## src/rtl/pwm_chan_pkg.sv

```systemverilog
package pwm_chan_pkg;

    // Field widths of the programming words
    localparam int LIN_W = 8;   // linear prescaler count
    localparam int SHF_W = 4;   // prescaler shift
    localparam int CNT_W = 8;   // period counter and points
    localparam int WORD_W = 32;
    // Quantum counter width: (2^LIN_W) << (2^SHF_W - 1) needs this many bits
    localparam int QNT_W = LIN_W + (1 << SHF_W);

    // Control word bit positions
    localparam int CB_SYNC_OFF = 17;
    localparam int CB_RUN      = 16;
    localparam int CB_INV      = 14;
    localparam int CB_PIN      = 12;
    localparam int CB_SHF_LO   = 8;
    localparam int CB_LIN_LO   = 0;

    // Timing word bit positions
    localparam int TB_PER_LO  = 24;
    localparam int TB_FALL_LO = 8;
    localparam int TB_RISE_LO = 0;

    typedef struct packed {
        logic             sync_off;
        logic             run;
        logic             inv;
        logic             pin_en;
    } gate_t;

    typedef struct packed {
        logic [CNT_W-1:0] per;
        logic [CNT_W-1:0] fall;
        logic [CNT_W-1:0] rise;
        logic [SHF_W-1:0] shf;
        logic [LIN_W-1:0] lin;
    } shape_t;

    function automatic gate_t get_gate(input logic [WORD_W-1:0] w);
        gate_t g;
        g.sync_off = w[CB_SYNC_OFF];
        g.run      = w[CB_RUN];
        g.inv      = w[CB_INV];
        g.pin_en   = w[CB_PIN];
        return g;
    endfunction

    // Last count value of one quantum: ((lin+1) << shf) - 1
    function automatic logic [QNT_W-1:0] quantum_last(input logic [LIN_W-1:0] lin,
                                                      input logic [SHF_W-1:0] shf);
        logic [QNT_W-1:0] base;
        base = {{(QNT_W-LIN_W){1'b0}}, lin} + {{(QNT_W-1){1'b0}}, 1'b1};
        return (base << shf) - {{(QNT_W-1){1'b0}}, 1'b1};
    endfunction

    // Whether quantum p lies inside the active window
    function automatic logic window_on(input logic [CNT_W-1:0] p,
                                       input logic [CNT_W-1:0] rise,
                                       input logic [CNT_W-1:0] fall);
        if (rise == fall)
            return 1'b1;
        else if (rise < fall)
            return (p >= rise) && (p < fall);
        else
            return (p >= rise) || (p < fall);
    endfunction

endpackage

```

## src/rtl/pwm_chan_regs.sv

```systemverilog
module pwm_chan_regs
    import pwm_chan_pkg::*;
(
    input  logic              clk,
    input  logic              rst,
    input  logic              ctrl_we,
    input  logic [WORD_W-1:0] ctrl_wdata,
    input  logic              duty_we,
    input  logic [WORD_W-1:0] duty_wdata,
    input  logic              boundary,
    output gate_t             gate,
    output shape_t            act
);

    shape_t shd;
    logic   apply_now;
    logic   ctrl_unused;
    logic   duty_unused;

    assign ctrl_unused = ^{ctrl_wdata[WORD_W-1:CB_SYNC_OFF+1], ctrl_wdata[15], ctrl_wdata[13]};
    assign duty_unused = ^duty_wdata[TB_PER_LO-1:TB_FALL_LO+CNT_W];

    // Shadow copies pass to the active set when no period is running,
    // when sync is off, or on the last cycle of a period.
    assign apply_now = !gate.run || gate.sync_off || boundary;

    always_ff @(posedge clk) begin
        if (rst) begin
            gate <= '0;
            shd  <= '0;
            act  <= '0;
        end else begin
            if (ctrl_we) begin
                gate    <= get_gate(ctrl_wdata);
                shd.shf <= ctrl_wdata[CB_SHF_LO +: SHF_W];
                shd.lin <= ctrl_wdata[CB_LIN_LO +: LIN_W];
            end
            if (duty_we) begin
                shd.per  <= duty_wdata[TB_PER_LO +: CNT_W];
                shd.fall <= duty_wdata[TB_FALL_LO +: CNT_W];
                shd.rise <= duty_wdata[TB_RISE_LO +: CNT_W];
            end
            if (apply_now)
                act <= shd;
        end
    end


    held_in_period_chk: assert property (@(posedge clk) disable iff (rst)
        (gate.run && !gate.sync_off && !boundary) |=> $stable(act));

endmodule

```

## src/rtl/pwm_chan_prescaler.sv

```systemverilog
module pwm_chan_prescaler
    import pwm_chan_pkg::*;
(
    input  logic             clk,
    input  logic             rst,
    input  logic             run,
    input  logic [LIN_W-1:0] lin,
    input  logic [SHF_W-1:0] shf,
    output logic             tick
);

    logic [QNT_W-1:0] q_cnt;
    logic [QNT_W-1:0] q_last;

    assign q_last = quantum_last(lin, shf);
    // >= so that a shortened quantum under unsynchronised writes still ends
    assign tick   = run && (q_cnt >= q_last);

    always_ff @(posedge clk) begin
        if (rst || !run)
            q_cnt <= '0;
        else if (tick)
            q_cnt <= '0;
        else
            q_cnt <= q_cnt + {{(QNT_W-1){1'b0}}, 1'b1};
    end


    stopped_quantum_chk: assert property (@(posedge clk) disable iff (rst)
        (!run && !$past(run)) |-> (q_cnt == '0));

endmodule

```

## src/rtl/pwm_chan_period.sv

```systemverilog
module pwm_chan_period
    import pwm_chan_pkg::*;
(
    input  logic             clk,
    input  logic             rst,
    input  logic             run,
    input  logic             tick,
    input  logic [CNT_W-1:0] per,
    output logic [CNT_W-1:0] p_cnt,
    output logic             boundary
);

    logic at_end;

    assign at_end   = p_cnt >= per;
    assign boundary = tick && at_end;

    always_ff @(posedge clk) begin
        if (rst || !run)
            p_cnt <= '0;
        else if (tick)
            p_cnt <= at_end ? '0 : p_cnt + {{(CNT_W-1){1'b0}}, 1'b1};
    end


    step_on_tick_only_chk: assert property (@(posedge clk) disable iff (rst)
        (run && !tick) |=> (!run || $stable(p_cnt)));

endmodule

```

## src/rtl/pwm_chan_gen.sv

```systemverilog
module pwm_chan_gen
    import pwm_chan_pkg::*;
(
    input  logic        clk,
    input  logic        rst,
    input  logic        ctrl_we,
    input  logic [31:0] ctrl_wdata,
    input  logic        duty_we,
    input  logic [31:0] duty_wdata,
    output logic        pwm_out
);

    gate_t            gate;
    shape_t           act;
    logic             tick;
    logic             boundary;
    logic [CNT_W-1:0] p_cnt;
    logic             wave;
    logic             drive;

    pwm_chan_regs u_regs (
        .clk        (clk),
        .rst        (rst),
        .ctrl_we    (ctrl_we),
        .ctrl_wdata (ctrl_wdata),
        .duty_we    (duty_we),
        .duty_wdata (duty_wdata),
        .boundary   (boundary),
        .gate       (gate),
        .act        (act)
    );

    pwm_chan_prescaler u_presc (
        .clk  (clk),
        .rst  (rst),
        .run  (gate.run),
        .lin  (act.lin),
        .shf  (act.shf),
        .tick (tick)
    );

    pwm_chan_period u_period (
        .clk      (clk),
        .rst      (rst),
        .run      (gate.run),
        .tick     (tick),
        .per      (act.per),
        .p_cnt    (p_cnt),
        .boundary (boundary)
    );

    assign wave    = window_on(p_cnt, act.rise, act.fall);
    assign drive   = gate.pin_en && gate.run && wave;
    assign pwm_out = gate.inv ^ drive;


    wrap_to_start_chk: assert property (@(posedge clk) disable iff (rst)
        boundary |=> (p_cnt == '0));


    full_window_chk: assert property (@(posedge clk) disable iff (rst)
        (gate.run && gate.pin_en && act.rise == act.fall) |-> (pwm_out == !gate.inv));


    pin_off_chk: assert property (@(posedge clk) disable iff (rst)
        !gate.pin_en |-> (pwm_out == gate.inv));


    stop_inactive_chk: assert property (@(posedge clk) disable iff (rst)
        !gate.run |-> (pwm_out == gate.inv));

endmodule

```

## config.mk

```make
export PLATFORM = sky130hd
export DESIGN_NAME = pwm_chan_gen
export DESIGN_NICKNAME = d
export VERILOG_FILES = /design/src/rtl/pwm_chan_pkg.sv /design/src/rtl/pwm_chan_regs.sv /design/src/rtl/pwm_chan_prescaler.sv /design/src/rtl/pwm_chan_period.sv /design/src/rtl/pwm_chan_gen.sv
export SDC_FILE = /design/constraint.sdc
export NUM_CORES = 1
export LEC_CHECK = 0
export CAP_MARGIN = 20
export CORE_UTILIZATION = 58
export CTS_CLUSTER_SIZE = 28
export DETAILED_ROUTE_END_ITERATION = 7
export PLACE_DENSITY = 0.9
export SETUP_SLACK_MARGIN = 0.5
export SLEW_MARGIN = 20
export SYNTH_ARGS = -nofsm -noshare
export SYNTH_HDL_FRONTEND = slang
export SYNTH_SLANG_ARGS = --single-unit
```

## constraint.sdc

```tcl
create_clock -name clk -period 6 [get_ports clk]
set_input_delay 1.2 -clock clk [delete_from_list [all_inputs] [get_ports clk]]
set_output_delay 1.2 -clock clk [all_outputs]
set_load 0.02 [all_outputs]
```

==> results.py, run 1 <==
metrics = {
    "pwr": {
        "p_per_area_nw_per_um2": 218,
        "power.leakage_nw": 3.07,
        "peakVddDrop_uv": 235,
    },
    "job": {
        "maxCapViolations": 0,
    },
    "finish": {
        "area_growth_syn_to_layout_pct": 13.2,
        "antennaDiodeCount": 0,
        "drive_gt1_share_pct": 8.55,
        "layout.nets": 1012,
        "fillers": 946,
    },
    "setup_path": {
        "worstPathCellList": "ha_2 > nor2b_1 > o21a_1 > nand2_1 > ha_1 > nand2_1 > o41a_1 > a21oi_2 > nand4_4 > nor4_2 > mux2i_1 > ha_1 > nand2_1 > nor3_2 > nand2_1 > o41ai_4 > a21oi_4 > and2_1 > buf_4 > nand2_1 > buf_4 > nor2_1",
        "cpMostUsedCell": "nand2_1",
        "setup.worst_path.start_class": "flop",
        "max_stage_delay_ps": 480,
        "worstPathArrival_ps": 5470,
        "cp.required_ps": 6240,
        "worst-path-max-fanout": 23,
        "endpoint_kind": "flop",
        "crit_slowest_cell": "dfxtp_1",
        "critPathBufInv": 2,
        "path_class": "reg2reg",
        "cp_top_family": "simple AND/OR/NAND/NOR gates",
    },
    "timing": {
        "finalSetupTns_ps": 0,
        "max_slew_margin_pct": 31.3,
        "min_period_ps": 5230,
        "holdWs_ps": 469,
        "setup_violations": 0,
        "fin_skew_ps": 9.67,
        "fmax_mhz": 191,
        "slew_viol_final": 0,
        "period_share_pct": 87.2,
        "hold_viol": 0,
        "tightest_slew_ps": 1030,
        "grt_setup_unrepaired": "no",
    },
    "hold_path": {
        "hold_path_class": "reg2reg",
    },
    "synth": {
        "postSynthAreaPerCell_um2": 8.25,
        "synth.distinct_cells": 76,
        "synth_seq_cells": 108,
        "synth.most_common_cell": "dfxtp_1",
        "netlist.area_leader.share_pct": 30.3,
        "syn-num-nets": 993,
        "ys.flop_type": "dfxtp_1",
        "synth_edf_count": 0,
        "yosysTopAreaCell": "dfxtp_1",
        "synth_common_cells": "dfxtp_1 (108), nor2_1 (107), a21oi_1 (65)",
        "async_reset_ff_share_pct": 0,
        "synth_area_leaders": "dfxtp_1 (30%), ha_1 (10%), mux2i_1 (6.3%)",
        "yosysSeqAreaShare_pct": 30.3,
        "synth_cells": 866,
        "netlist_area_um2": 7140,
        "yosysWarningCount": 0,
    },
    "global_route": {
        "grt_max_degree": 56,
        "grt_pass1_wl_um": 28500,
        "track_usage_pct": 27.7,
        "grt_remaining_overflow": 0,
        "grt_pass1_vias": 6208,
        "antenna_found_initial": 0,
    },
    "route": {
        "post-route-drc-count": 0,
        "drtPass1Iterations": 5,
        "wl_per_cell_um": 16.8,
        "ant_nets": 0,
        "drt_wl_total_um": 17400,
        "vias": 6486,
        "drt_iter0_drc": 440,
        "via_per_inst": 6.26,
    },
    "placement": {
        "globalplace.congestion": 0.898,
        "port_buffers": 44,
        "dpl.hpwl_um": 12300,
    },
    "cts": {
        "clk_latency_ps": 360,
        "cts_max_level": 3,
        "cts_sinks": 108,
        "numCtsBuffers": 9,
        "clk_pin_slew_ps": 80,
        "clk_path_buf_depth": 2,
        "root_buffer": "clkbuf_16",
        "cts_tree": "yes",
    },
    "die": {
        "rows": 40,
        "die_x_um": 113,
        "core_area_um2": 12000,
        "dieArea_um2": 12800,
        "die_h_um": 113,
        "io_pins": 69,
        "initial_core_util_pct": 59.5,
    },
    "run_status": {
        "outcome": "complete, no violations",
    },
}
## flip-flops by register name, indices dropped and copies added (netlist names)
signal,cells
u_regs.act,36
u_regs.shd,36
u_period.p_cnt,8
u_regs.gate,4
u_presc.q_cnt,24
## path summary, 6_finish.rpt
kind	from	to	slack, ps	cells after the start
worst max-delay path	u_regs.act[1]	u_presc.q_cnt[8]	770	22
worst min-delay path	u_presc.q_cnt[0]	u_presc.q_cnt[0]	470	1
worst max register to register	u_regs.act[1]	u_presc.q_cnt[8]	770	22
worst min register to register	u_presc.q_cnt[0]	u_presc.q_cnt[0]	470	1
## cell type report
| cell class | instances | area [um^2] | share of cell area [%] |
|---|---|---|---|
| clock buffer | 9 | 225 | 2.79 |
| multi-input combinational | 668 | 4720 | 58.4 |
| clock inverter | 6 | 83.8 | 1.04 |
| timing repair buffer | 61 | 563 | 6.97 |
| sequential | 108 | 2170 | 26.8 |
| tap | 147 | 184 | 2.28 |
| inverter | 37 | 139 | 1.72 |
## metrics by stage
step	area, um^2	setup WS, ps	utilization, %	cells	power, mW
floorplan	7140	1180	-	866	1.03
global placement	7650	387	63.7	1020	1.12
detailed placement	7650	307	63.7	1020	1.13
CTS	7970	557	66.3	1035	1.74
global route	8080	471	67.3	1036	1.84
finish	8080	769	67.3	1036	1.76
## what timing repair did
item | 4_1_cts | 5_1_grt
setup buffers | 0 | 1
endpoints found under the setup margin | 58 | 68
hold buffers | 0 | 0
resized for setup | 3 | 22
pin swaps | 0 | 3
## layer usage
layer	track usage, %	part of all wire, %	vias up
li1	-	-	3171
met3	5.46	4.1	43
met1	32.8	42	3085
met2	48.7	51	187
met5	0	0	-
met4	12.0	2.4	0
## logic make-up (layout without fill, tap and decap cells)
kind of cell	count (synthesis)	after routing	synth area share, %
AOI/OAI and AO/OA	212	212	20.5
xor gates and xnor gates	49	49	6.11
adders and majority gates	60	60	10.5
buffers and inverters	90	113	5.31
DFF	108	108	30.3
muxes	45	45	6.31
and+or+nand+nor	302	302	21.0
## layout by cell type (no fill, tap or decap), types with 8 or more instances in the layout
cell type,synthesis,layout
ha_1,59,58
and2_1,9,9
buf_4,3,17
nor3_1,14,13
o21ai_0,23,22
nand3_1,56,56
a21oi_1,65,62
nor2_1,107,106
nand4_1,8,8
xnor2_1,26,26
clkdlybuf4s50_1,0,43
a211oi_1,11,11
clkbuf_16,0,9
nand2_1,46,46
xor2_1,22,22
mux2i_1,45,44
inv_1,34,34
nor2b_1,8,8
o211ai_1,44,44
and3_1,9,9
a21o_1,15,15
dfxtp_1,108,103
nand2b_1,11,11
## report_power, final
group          switching, mW  leakage [nW]  internal (mW)  total (mW)
clock network          0.284         0.151          0.331       0.615
logic                  0.219          2.03          0.155       0.374
registers             0.0258         0.884          0.744       0.770
## worst reg2reg max path, cell delays in order, from the launching register on
cell     delay [ps]
dfxtp_1         480
ha_2            370
nor2b_1         170
o21a_1          250
nand2_1          90
ha_1            230
nand2_1          70
o41a_1          370
a21oi_2         240
nand4_4         210
nor4_2          380
mux2i_1         130
ha_1            290
nand2_1          70
nor3_2          230
nand2_1         140
o41ai_4         430
a21oi_4         120
and2_1          200
buf_4           200
nand2_1          70
buf_4           260
nor2_1          100
No activity file was read; power rests on OpenSTA's default activity.
==> run 2: changes to the inputs <==
- ABC_AREA: unset -> 1
- CORE_UTILIZATION: 58 -> 59
- PLACE_DENSITY: 0.9 -> 0.91
==> results.py, run 2 <==
metrics = {
    "die": {
        "die_x_um": 113,
        "die_h_um": 113,
        "rows": 40,
        "io_pins": 69,
        "initial_core_util_pct": 60.5,
        "dieArea_um2": 12800,
        "core_area_um2": 12100,
    },
    "finish": {
        "multiInputGateArea_um2": 4570,
        "post-route-util_pct": 67.6,
        "final_cell_count_no_fill": 1271,
        "design_area_um2": 8150,
        "final_common_cell": "nor2_1",
        "area_growth_syn_to_layout_pct": 11.6,
        "antennaDiodeCount": 0,
        "top_regs": "u_regs.act (36), u_regs.shd (36), u_presc.q_cnt (24)",
        "drive_gt1_share_pct": 8.61,
        "layout.nets": 1225,
        "final_cell_mix": "nor2_1 (205), nand2_1 (198), nand3_1 (110), dfxtp_1 (108), inv_1 (93)",
        "seqCellArea_um2": 2160,
        "fillers": 976,
    },
    "timing": {
        "grt_setup_unrepaired": "no",
        "slew_viol_final": 0,
        "hold_viol": 0,
        "min_period_ps": 4770,
        "max_slew_margin_pct": 40.2,
        "fmax_mhz": 210,
        "finalSetupTns_ps": 0,
        "setup_violations": 0,
        "period_share_pct": 79.4,
        "fin_skew_ps": 12.7,
        "tightest_slew_ps": 892,
    },
    "setup_path": {
        "worst-path-max-fanout": 23,
        "max_stage_delay_ps": 680,
        "setup.worst_path.start_class": "flop",
        "endpoint_kind": "flop",
        "worstPathArrival_ps": 5020,
        "cp.required_ps": 6250,
        "crit_slowest_cell": "nand2_1",
        "cpMostUsedCell": "nand2_1",
        "path_class": "reg2reg",
    },
    "cts": {
        "clk_pin_slew_ps": 80,
        "cts_resized": 0,
        "clk_path_buf_depth": 2,
        "ctsHoldBuffers": 0,
        "cts_sinks": 108,
        "cts_tree": "yes",
        "clk_latency_ps": 370,
        "numCtsBuffers": 9,
        "root_buffer": "clkbuf_16",
        "postCtsSetupRepairBufs": 0,
        "cts_max_level": 3,
    },
    "route": {
        "vias": 6940,
        "via_per_inst": 5.46,
        "post-route-drc-count": 0,
        "drt_iter0_drc": 522,
        "drtPass1Iterations": 5,
        "drt_wl_total_um": 16000,
        "ant_nets": 0,
        "wl_per_cell_um": 12.6,
    },
    "synth": {
        "netlist_area_um2": 7300,
        "synthSimpleGateAreaFrac_pct": 40.6,
        "synth_cells": 1077,
        "async_reset_ff_share_pct": 0,
        "yosysTopAreaCell": "dfxtp_1",
        "synth_edf_count": 0,
        "synth.most_common_cell": "nor2_1",
        "synth_top_family_by_area": "simple AND/OR/NAND/NOR gates",
        "yosysSeqAreaShare_pct": 29.6,
        "synth_mux_area_share_pct": 0,
        "synth_xor_area_share_pct": 3.24,
        "synth_compound_area_share_pct": 8.57,
        "synth_adder_area_share_pct": 10.1,
        "synth_area_leaders": "dfxtp_1 (30%), nor2_1 (11%), nand2_1 (10%)",
        "ys.flop_type": "dfxtp_1",
        "synth_seq_cells": 108,
        "synth_common_cells": "nor2_1 (206), nand2_1 (198), nand3_1 (110)",
        "syn-num-nets": 1204,
        "postSynthAreaPerCell_um2": 6.78,
        "synth.distinct_cells": 44,
        "netlist.area_leader.share_pct": 29.6,
        "yosysWarningCount": 0,
    },
    "pwr": {
        "p_sw_share_pct": 32.5,
        "pwr-share-seq_pct": 41.4,
        "internal_power_mw": 1.27,
        "pwr-share-clk_pct": 33.5,
        "power_mw": 1.88,
        "p_per_area_nw_per_um2": 231,
        "power_switching_mw": 0.612,
        "peakVddDrop_uv": 213,
        "power.leakage_nw": 3.61,
        "pwr-share-comb_pct": 25.1,
    },
    "job": {
        "maxCapViolations": 0,
    },
    "global_route": {
        "grt_pass1_vias": 6329,
        "antenna_found_initial": 0,
        "grt_pass1_wl_um": 27800,
        "grt_max_degree": 40,
        "track_usage_pct": 26.2,
        "grt_remaining_overflow": 0,
    },
    "placement": {
        "placed_area_um2": 7800,
        "dpl.hpwl_um": 11700,
        "globalplace.congestion": 0.874,
        "port_buffers": 44,
        "place_inst": 1254,
    },
    "run_status": {
        "outcome": "complete, no violations",
    },
    "hold_path": {
        "hold_path_class": "reg2reg",
    },
}
==> run 2: cell types whose count changed after synthesis, sizes merged, moves of 13 or more <==
cell	change
a21oi	-22
nand2	+167
mux2i	-45
o21ai	+31
inv	+63
nor2	+112
nand3	+76
a21o	-15
o211ai	-43
xnor2	-17
nand4	+13
==> run 2: path summary, 6_finish.rpt <==
kind / from / end / slack (ps) / depth (start not counted)
hold / removal: u_regs.shd[10] / u_regs.act[10] / 470 / 2
hold reg to reg: u_regs.shd[10] / u_regs.act[10] / 470 / 2
setup reg to reg: u_regs.act[0] / u_presc.q_cnt[12] / 1230 / 25
setup / recovery: u_regs.act[0] / u_presc.q_cnt[12] / 1230 / 25
==> run 2: logic make-up (layout without fill, tap and decap cells) <==
logic type                 Yosys count  after routing
adders and majority gates           59             59
and+or+nand+nor                    627            627
xor gates and xnor gates            27             27
buffers and inverters              142            168
DFF                                108            108
AOI/OAI and AO/OA                  114            114
==> run 2: layout make-up <==
class	instances	area share (%)
multi-input cells	827	56.0
flip-flops and latches	108	26.5
repair buffers	51	6.29
inverters	101	4.65
clock buffers	9	2.76
well taps	168	2.58
clock inverters	7	1.17
==> run 2: power groups by stage <==
stage                     combinational (mW)  sequential [mW]  clock [mW]
after CTS                              0.469            0.779       0.638
after floorplan                        0.368            0.785           0
after detailed placement               0.465            0.795           0
after global routing                   0.538            0.784       0.670
final                                  0.473            0.779       0.631
after global placement                 0.448            0.794           0
==> run 2: metal layers <==
layer  vias up  track usage [%]  wire length [um]  share of wire [%]
met4         0             8.42               299                1.9
met5         -                0                 0                  0
met1      3143             33.8              7350                 46
li1       3560                -                 -                  -
met3        34             5.30               773                4.8
met2       203             43.8              7620                 47
==> run 2: worst max-delay path, delay by kind of cell, from the launching register on <==
kind            cells  cell delay (ps)
fa+ha+maj           3              740
flops               1              450
buf+inv             3              190
compound gates      1              210
simple gates       18             3040
==> run 2: stage by stage <==
step / hold slack (ps) / setup slack, ps
global route: 498 / 832
CTS: 472 / 914
global placement: 442 / 1080
floorplan: 435 / 2280
finish: 471 / 1230
detailed placement: 452 / 951
==> run 3: changes to the inputs <==
- CORE_UTILIZATION: 59 -> 53
- PLACE_DENSITY: 0.91 -> 0.87
- clock period: 6 -> 3.83 ns (I/O delays scaled with it)
==> results.py, run 3 (synthesis gave the netlist of run 2 again) <==
metrics = {
    "route": {
        "drt_iter0_drc": 573,
        "post-route-drc-count": 0,
        "drt_wl_total_um": 19600,
        "drtPass1Iterations": 5,
        "via_per_inst": 5.65,
        "vias": 7543,
        "ant_nets": 0,
        "wl_per_cell_um": 14.7,
    },
    "setup_path": {
        "max_stage_delay_ps": 370,
        "r2r_slack_ps": -110,
        "worstPathArrival_ps": 4190,
        "endpoint": "u_regs.act[17]",
        "crit_start": "u_regs.act[1]",
        "critPathBufInv": 7,
        "crit_slowest_cell": "dfxtp_4",
        "rr_endpoint": "u_regs.act[17]",
        "setup.worst_path.start_class": "flop",
        "cp_top_family": "simple AND/OR/NAND/NOR gates",
        "path_class": "reg2reg",
        "rr_worst_depth": 29,
        "r2r_start": "u_regs.act[1]",
        "endpoint_kind": "flop",
        "worst-path-max-fanout": 9,
        "cp.required_ps": 4080,
        "path_depth": 29,
    },
    "die": {
        "die_h_um": 119,
        "dieArea_um2": 14300,
        "rows": 42,
        "die_x_um": 119,
        "io_pins": 69,
        "core_area_um2": 13300,
        "initial_core_util_pct": 54.7,
    },
    "global_route": {
        "grt_max_degree": 51,
        "grt_pass1_wl_um": 29900,
        "grt_remaining_overflow": 0,
        "track_usage_pct": 25.2,
        "grt_pass1_vias": 6795,
        "antenna_found_initial": 0,
    },
    "cts": {
        "clk_pin_slew_ps": 80,
        "cts_sinks": 108,
        "cts_max_level": 3,
        "clk_latency_ps": 360,
        "numCtsBuffers": 9,
        "clk_path_buf_depth": 2,
        "root_buffer": "clkbuf_16",
        "cts_tree": "yes",
        "ctsHoldBuffers": 0,
    },
    "pwr": {
        "p_sw_share_pct": 33.1,
        "power.leakage_nw": 4.07,
        "peakVddDrop_uv": 303,
        "pwr-share-comb_pct": 30.0,
        "power_mw": 3.24,
        "internal_power_mw": 2.16,
        "p_per_area_nw_per_um2": 350,
        "pwr-share-seq_pct": 38.0,
        "power_switching_mw": 1.07,
        "pwr-share-clk_pct": 32.0,
    },
    "timing": {
        "slew_viol_final": 0,
        "fmax_mhz": 254,
        "hold_viol": 0,
        "tightest_slew_ps": 821,
        "period_share_pct": 103,
        "finalSetupTns_ps": -2390,
        "min_period_ps": 3940,
        "setup_violations": 43,
        "max_slew_margin_pct": 45.2,
        "fin_skew_ps": 9.83,
        "grt_setup_unrepaired": "yes",
        "setup_ws_ps": -106,
    },
    "finish": {
        "antennaDiodeCount": 0,
        "drive_gt1_share_pct": 20.4,
        "top_regs": "u_regs.act (36), u_regs.shd (36), u_presc.q_cnt (24)",
        "area_growth_syn_to_layout_pct": 26.5,
        "final_common_cell": "nand2_1",
        "final_cell_mix": "nand2_1 (184), nor2_1 (179), dfxtp_1 (101), nand3_1 (99), inv_1 (90)",
        "design_area_um2": 9240,
        "layout.nets": 1281,
        "post-route-util_pct": 69.2,
    },
    "placement": {
        "globalplace.congestion": 0.888,
        "port_buffers": 44,
        "place_ws_ps": -84.6,
        "dpl.hpwl_um": 11800,
        "placed_area_um2": 8130,
    },
    "run_status": {
        "violations": "negative setup slack",
        "outcome": "complete, but fails checks",
    },
    "job": {
        "maxCapViolations": 0,
    },
    "hold_path": {
        "hold_path_class": "reg2reg",
    },
}
==> run 3: cell count changes in the layout (fill, tap and decap cells not counted), moves of 6 or more <==
| cell | before | now |
|---|---|---|
| nand2_2 | 15 | 24 |
| buf_4 | 6 | 49 |
| nor2_2 | 5 | 25 |
| dfxtp_1 | 108 | 101 |
| nand3_4 | 1 | 8 |
| nor2_4 | 9 | 15 |
| nand3_1 | 110 | 99 |
| nor2_1 | 205 | 179 |
| nand2_1 | 198 | 184 |
| clkbuf_16 | 9 | 15 |
==> run 3: worst min-delay path: cells and delay by family, from the launching register on <==
family / cells / cell delay [ps]
DFF: 1 / 330
and+or+nand+nor: 2 / 110
==> run 3: power by group through the flow <==
stage                     logic [mW]  clock network [mW]  registers [mW]
final                          0.971                1.04            1.23
after global routing            1.07                1.09            1.23
after CTS                      0.854                1.05            1.22
after detailed placement       0.797                   0            1.24
after global placement         0.775                   0            1.24
after floorplan                0.595                   0            1.23
==> run 3: how the worst min path moves through the flow <==
stage / startpoint / endpoint / cells past startpoint
6_report: u_regs.shd[3] / u_regs.act[3] / 2
5_1_grt: u_regs.shd[2] / u_regs.act[2] / 2
4_1_cts: u_regs.shd[24] / u_regs.act[24] / 2
3_5_place_dp: u_regs.shd[8] / u_regs.act[8] / 2
3_3_place_gp: u_regs.shd[24] / u_regs.act[24] / 2
2_1_floorplan: u_regs.shd[10] / u_regs.act[10] / 2
==> run 3: through the flow <==
stage                     hold slack [ps]  std cells
final                                 475       1335
after global routing                  489       1335
after CTS                             472       1319
after detailed placement              451       1294
after global placement                443       1294
after floorplan                       429       1077
==> run 3: timing repair <==
item | CTS | global route
endpoints found under the setup margin | 69 | 69
pin swaps | 9 | 11
gates cloned | 2 | 6
resized for setup | 35 | 76
setup buffers | 7 | 10
==> run 3: layer usage <==
metal / global-route usage, % / vias to the layer above / wire, um
met5: 0 / - / 0
met4: 8.75 / 0 / 649
met3: 3.83 / 69 / 1090
met2: 44.4 / 318 / 9590
met1: 31.2 / 3479 / 8260
li1: - / 3677 / -
==> run 3: layout make-up <==
class / instances / area [um^2]
well taps: 176 / 220
clock inverters: 6 / 88.8
inverters: 101 / 397
clock buffers: 10 / 250
fillers: 995 / 4110
multi-input cells: 827 / 5010
repair buffers: 107 / 1100
flip-flops and latches: 108 / 2180
